<file path="config.mk">
export PLATFORM = sky130hd
export DESIGN_NAME = sir_codec
export DESIGN_NICKNAME = d
export VERILOG_FILES = /design/src/rtl/sir_pkg.sv /design/src/rtl/sir_tx_enc.sv /design/src/rtl/sir_rx_dec.sv /design/src/rtl/sir_codec.sv
export SDC_FILE = /design/constraint.sdc
export NUM_CORES = 1
export LEC_CHECK = 0
export CAP_MARGIN = 20
export CORE_ASPECT_RATIO = 0.5
export CORE_MARGIN = 2
export CORE_UTILIZATION = 29
export DETAILED_ROUTE_END_ITERATION = 8
export DONT_BUFFER_PORTS = 1
export MAX_ROUTING_LAYER = met4
export PLACE_DENSITY_LB_ADDON = 0.2
export RECOVER_POWER = 100
export SLEW_MARGIN = 10
export SYNTH_ARGS = -nofsm -noshare
export SYNTH_HDL_FRONTEND = slang
export SYNTH_SLANG_ARGS = --single-unit
export TNS_END_PERCENT = 5
</file>
<file path="constraint.sdc">
create_clock -name clk -period 4.2 [get_ports clk]
set_input_delay 1.05 -clock clk [delete_from_list [all_inputs] [get_ports clk]]
set_output_delay 1.05 -clock clk [all_outputs]
set_load 0.02 [all_outputs]
</file>
<file path="src/rtl/sir_pkg.sv">
package sir_pkg;
    localparam int OVS         = 16;
    localparam int PULSE_FIRST = 7;
    localparam int PULSE_LAST  = 9;
    localparam int LP_PERIODS  = 3;
    localparam int DIV_W       = 8;
    localparam int DIVE_W      = DIV_W + 1;

    typedef enum logic {
        LINK_RAW = 1'b0,
        LINK_SIR = 1'b1
    } link_e;

    typedef struct packed {
        link_e link;
        logic  fixed_width;
        logic [DIVE_W-1:0] div_n;
    } sir_cfg_t;

    function automatic logic [DIVE_W-1:0] div_decode(input logic [DIV_W-1:0] d);
        if (d == '0)
            return DIVE_W'(1) << DIV_W;
        return {1'b0, d};
    endfunction
endpackage

</file>
<file path="src/rtl/sir_tx_enc.sv">
module sir_tx_enc
    import sir_pkg::*;
(
    input  logic     clk,
    input  logic     rst,
    input  logic     tick,
    input  sir_cfg_t cfg,
    input  logic     txd,
    output logic     ir_out,
    output logic     busy
);
    localparam int PH_W  = $clog2(OVS);
    localparam int LPC_W = $clog2(LP_PERIODS * (2 ** DIV_W) + 1);

    logic             txd_r;
    logic [PH_W-1:0]  phase;
    logic [LPC_W-1:0] lp_cnt;
    logic             level_change;
    logic             lp_start;
    logic             in_window;
    logic             sir_on;

    assign sir_on       = (cfg.link == LINK_SIR);
    assign level_change = (txd != txd_r);
    assign lp_start     = sir_on && cfg.fixed_width && !txd_r && !level_change
                          && tick && (phase == PH_W'(PULSE_FIRST - 1));
    assign in_window    = (phase >= PH_W'(PULSE_FIRST)) && (phase <= PH_W'(PULSE_LAST));

    always_ff @(posedge clk) begin
        if (rst) begin
            txd_r  <= 1'b1;
            phase  <= '0;
            lp_cnt <= '0;
        end else begin
            txd_r <= txd;
            if (level_change)
                phase <= '0;
            else if (tick)
                phase <= (phase == PH_W'(OVS - 1)) ? '0 : phase + 1'b1;

            if (!sir_on || !cfg.fixed_width)
                lp_cnt <= '0;
            else if (lp_start)
                lp_cnt <= LPC_W'(LP_PERIODS) * LPC_W'(cfg.div_n);
            else if (lp_cnt != '0)
                lp_cnt <= lp_cnt - 1'b1;
        end
    end

    always_comb begin
        if (!sir_on)
            ir_out = 1'b0;
        else if (cfg.fixed_width)
            ir_out = (lp_cnt != '0);
        else
            ir_out = !txd_r && in_window;
    end

    assign busy = sir_on && (!txd_r || (lp_cnt != '0));
endmodule

</file>
<file path="src/rtl/sir_rx_dec.sv">
module sir_rx_dec
    import sir_pkg::*;
(
    input  logic     clk,
    input  logic     rst,
    input  logic     tick,
    input  sir_cfg_t cfg,
    input  logic     busy,
    input  logic     ir_in,
    output logic     nrz
);
    localparam int BL_W = $clog2(OVS + 1);

    logic [1:0]        sync_q;
    logic [DIVE_W-1:0] high_cnt;
    logic [BL_W-1:0]   bit_left;
    logic              rx_hi;
    logic              hold_off;
    logic              qualified;

    assign rx_hi     = sync_q[1];
    assign hold_off  = (cfg.link != LINK_SIR) || busy;
    assign qualified = !hold_off && rx_hi && (high_cnt == cfg.div_n - 1'b1);

    always_ff @(posedge clk) begin
        if (rst) begin
            sync_q   <= '0;
            high_cnt <= '0;
            bit_left <= '0;
        end else begin
            sync_q <= {sync_q[0], ir_in};

            if (hold_off || !rx_hi)
                high_cnt <= '0;
            else if (high_cnt != cfg.div_n)
                high_cnt <= high_cnt + 1'b1;

            if (hold_off)
                bit_left <= '0;
            else if (qualified)
                bit_left <= BL_W'(OVS);
            else if (tick && (bit_left != '0))
                bit_left <= bit_left - 1'b1;
        end
    end

    assign nrz = (bit_left == '0);
endmodule

</file>
<file path="src/rtl/sir_codec.sv">
module sir_codec
    import sir_pkg::*;
(
    input  logic             clk,
    input  logic             rst,
    input  logic             baud_tick16,
    input  logic             sir_mode,
    input  logic             lp_mode,
    input  logic [DIV_W-1:0] lp_div,
    input  logic             uart_txd,
    output logic             uart_rxd,
    input  logic             ir_rx,
    output logic             ir_tx
);
    sir_cfg_t cfg;
    logic     enc_out;
    logic     dec_nrz;
    logic     tx_busy;

    always_comb begin
        cfg.link        = sir_mode ? LINK_SIR : LINK_RAW;
        cfg.fixed_width = lp_mode;
        cfg.div_n       = div_decode(lp_div);
    end

    sir_tx_enc i_tx (
        .clk    (clk),
        .rst    (rst),
        .tick   (baud_tick16),
        .cfg    (cfg),
        .txd    (uart_txd),
        .ir_out (enc_out),
        .busy   (tx_busy)
    );

    sir_rx_dec i_rx (
        .clk   (clk),
        .rst   (rst),
        .tick  (baud_tick16),
        .cfg   (cfg),
        .busy  (tx_busy),
        .ir_in (ir_rx),
        .nrz   (dec_nrz)
    );

    assign ir_tx    = (cfg.link == LINK_SIR) ? enc_out : uart_txd;
    assign uart_rxd = (cfg.link == LINK_SIR) ? dec_nrz : ir_rx;
endmodule

</file>
==> key figures <==
Worst setup path
  • Critical Path Fanout Max: 10
  • Worst reg2reg path depth: 7
  • Setup crit end kind: register
  • Reg2Reg Launch Point: i_tx.lp_cnt[2]$_SDFFE_PP0P_
  • R2R Path End: i_rx.bit_left[2]$_SDFFE_PP0P_
  • Critical path launch point type: input port
  • Critical Path Sink: i_rx.bit_left[2]$_SDFFE_PP0P_
  • CP Launch Point: lp_div[4]
  • Reg2Reg Setup Slack: 0.62 ns
  • WS Path Type: input port to register
  • Crit path required time: 4.34 ns
  • Arr. time, crit path: 3.78 ns

Floorplanning
  • Core Rows: 23
  • Die W: 135.7 um
  • Initial Util: 30.66%
  • Die area: 9478 um^2
  • Die height: 69.85 um
  • Core region area: 8202 um^2
  • IO Count: 17

Detailed routing
  • Wire length per cell: 14.35 um
  • Detailed Routing Iterations Pass 1: 5
  • DRC errors left: 0
  • Initial DRC count: 107
  • Via count: 2124
  • Vias per cell: 4.986
  • ANT nets after route: 0
  • Routed wire length: 6112 um

Global routing
  • GRT Total Usage: 13.78%
  • First-pass GRT wire length: 9991 um
  • GRT overflow: 0
  • Initial antenna violation count: 0
  • Vias in the first global route: 2009
  • Largest net degree at the start of global routing: 18

Yosys
  • Mapped Cells: 314
  • Synth Area in Compound Gates: 15.57%
  • Synth top area share: 24.68%
  • Avg Cell Area, Syn: 8.009 um^2
  • XOR/XNOR Fraction of Synth Area: 14.13%
  • Ys Warns: 0
  • Synth Flop Type: dfxtp_1
  • Post-synth EDFFs: 0
  • Async SR Flop Fraction: 0%
  • Post-synth net total: 355
  • Synth Area in Adders: 12.94%
  • Area leader, netlist: dfxtp_1
  • Post-synth cell types: 57
  • Post-Syn Area: 2515 um^2
  • Post-synth top cells: 43 x nor2_1, 31 x dfxtp_1, 26 x ha_1
  • Seq cells post-synth: 31
  • Fraction of synthesized area in multiplexers: 2.886%
  • Main combinational cell family by area after synthesis: simple AND/OR/NAND/NOR gates
  • Top cells by area, synth: dfxtp_1 25%, ha_1 13%, xor2_1 7.3%, nor2_1 6.4%, xnor2_1 5.9%
  • Most numerous cell in the Yosys netlist: nor2_1
  • Simple-Gate Fraction of Synth Area: 25.37%
  • Sequential share of the synthesized area: 24.68%

Clocking
  • Sink Count: 31
  • Post-CTS setup buffer count: 0
  • Clock tree buffer depth: 2
  • H-tree depth: 2
  • CTS root buffer: clkbuf_16
  • TritonCTS Buffers: 5
  • Hold-fix buffers, CTS: 0
  • Worst-path clk slew: 0.05 ns
  • CTS tree: built
  • Post-CTS sizing: 0
  • Later-pin clock latency in the skew report: 0.27 ns

Layout
  • Fillers: 861
  • Reg area: 620.6 um^2
  • Final layout net count: 354
  • Diode count: 0
  • Ratio of cells with drive above 1 in the final layout: 5.732%
  • Syn-to-layout area delta: 9.552%
  • Util after Layout: 33.59%
  • Area of the multi-input gates: 1752 um^2

Outcome
  • Outcome: finished clean

Power and ir drop
  • Pleak: 1.121 nW
  • PD cells: 461.1 nW/um^2
  • Total power: 0.001270 W
  • Peak VDD IR: 0.1898 mV

STA
  • Period utilization: 86.64%
  • Relative slew margins: 28.58%
  • Final Hold Viols: 0
  • Final count of negative-setup-slack endpoints: 0
  • RSZ-0062 raised after global routing: false
  • Hold WS: 0.4400 ns
  • Worst Max-Slew Pin Slew: 1.069 ns
  • TNS Setup: 0 ns
  • Max-slew violation count: 0
  • Clock Skew: 0.002398 ns
  • Final worst path period need: 3.639 ns
  • Peak Freq: 0.2748 GHz

Place
  • Gp weighted congestion: 0.9053
  • Port bufs: 0
  • Final HPWL DP: 4847 um

Min path
  • Hold Path Class: register to register

Run
  • Maxcap violations: 0
## cell usage in the layout (no fill, tap or decap), types with 2 or more instances in the layout
master | netlist | routed
inv_1 | 19 | 19
a211oi_1 | 8 | 8
clkbuf_8 | 0 | 2
and2_1 | 3 | 3
nand4_1 | 4 | 4
mux2i_1 | 5 | 5
nand2b_1 | 4 | 4
a311oi_1 | 3 | 3
clkbuf_16 | 0 | 5
and3_1 | 4 | 4
nand3_1 | 6 | 6
dfxtp_1 | 31 | 31
a21oi_1 | 20 | 20
and4_1 | 2 | 2
or2_2 | 2 | 2
ha_1 | 26 | 26
buf_4 | 0 | 2
a31oi_1 | 3 | 3
nor3_1 | 7 | 7
xnor2_1 | 17 | 17
xor2_1 | 21 | 21
o21ai_0 | 9 | 10
nor2_1 | 43 | 43
nor2b_1 | 5 | 5
nand2_1 | 25 | 26
nor4_1 | 6 | 6
## worst min path at each step
stage          cells past startpoint                   endpoint  slack (ns)                      start
2_1_floorplan                      1  i_rx.sync_q[1]$_SDFF_PP0_        0.41  i_rx.sync_q[0]$_SDFF_PP0_
3_5_place_dp                       1  i_rx.sync_q[1]$_SDFF_PP0_        0.43  i_rx.sync_q[0]$_SDFF_PP0_
3_3_place_gp                       1  i_rx.sync_q[1]$_SDFF_PP0_        0.43  i_rx.sync_q[0]$_SDFF_PP0_
6_report                           1  i_rx.sync_q[1]$_SDFF_PP0_        0.44  i_rx.sync_q[0]$_SDFF_PP0_
5_1_grt                            1  i_rx.sync_q[1]$_SDFF_PP0_        0.46  i_rx.sync_q[0]$_SDFF_PP0_
4_1_cts                            1  i_rx.sync_q[1]$_SDFF_PP0_        0.44  i_rx.sync_q[0]$_SDFF_PP0_
## metrics by stage
stage          setup slack (ns)  area [um^2]  std cells
2_1_floorplan            0.5219         2515        314
3_3_place_gp             0.5673         2636        418
3_5_place_dp             0.5264         2636        418
4_1_cts                  0.8063         2793        426
5_1_grt                  0.3125         2755        426
6_report                 0.5610         2755        426
## metal layers
layer | wire length (um) | track usage (%) | up-vias
met5 | 0 | - | -
met1 | 3206 | 19.14 | 973
met2 | 2407 | 18.57 | 53
met3 | 447 | 5.156 | 5
li1 | - | - | 1093
met4 | 51 | 3.472 | 0
## logic make-up (layout without fill, tap and decap cells)
logic type / Yosys count / after routing
fa+ha+maj: 26 / 26
simple gates: 123 / 123
xor+xnor: 39 / 39
buf+inv: 29 / 29
mux: 7 / 7
compound gates: 59 / 59
flops: 31 / 31
## sequential cells by signal (all words and copies together), names as in the netlist
signal,count
i_tx.lp_cnt,10
i_rx.high_cnt,9
i_rx.bit_left,5
i_tx.phase,4
i_rx.sync_q,2
i_tx.txd_r,1
## area by class of cell
type                    instances  share of cell area (%)
multi-input cells             254                   63.58
flip-flops and latches         31                   22.52
clock buffers                   8                   5.677
well taps                     112                   5.086
inverters                      19                   2.589
repair buffers                  2                  0.5450
## worst max-delay path, stage by stage
cell and delay [ns]:
inv_1 0.05, ha_1 0.24, nand4_1 0.14, buf_4 0.20
nand2_1 0.13, ha_1 0.24, nand2_1 0.16, nor2_1 0.06
a211o_1 0.29, a2111oi_0 0.36, o2111ai_1 0.22, o21ai_0 0.52
nor2_1 0.10
## power breakdown
part           switching (W)  internal [W]  leakage, nW
sequential         0.0000226      0.000316        0.251
combinational       0.000313      0.000241        0.793
clock               0.000126      0.000252       0.0772
total               0.000462      0.000809         1.12
No activity file was read; power rests on OpenSTA's default activity.
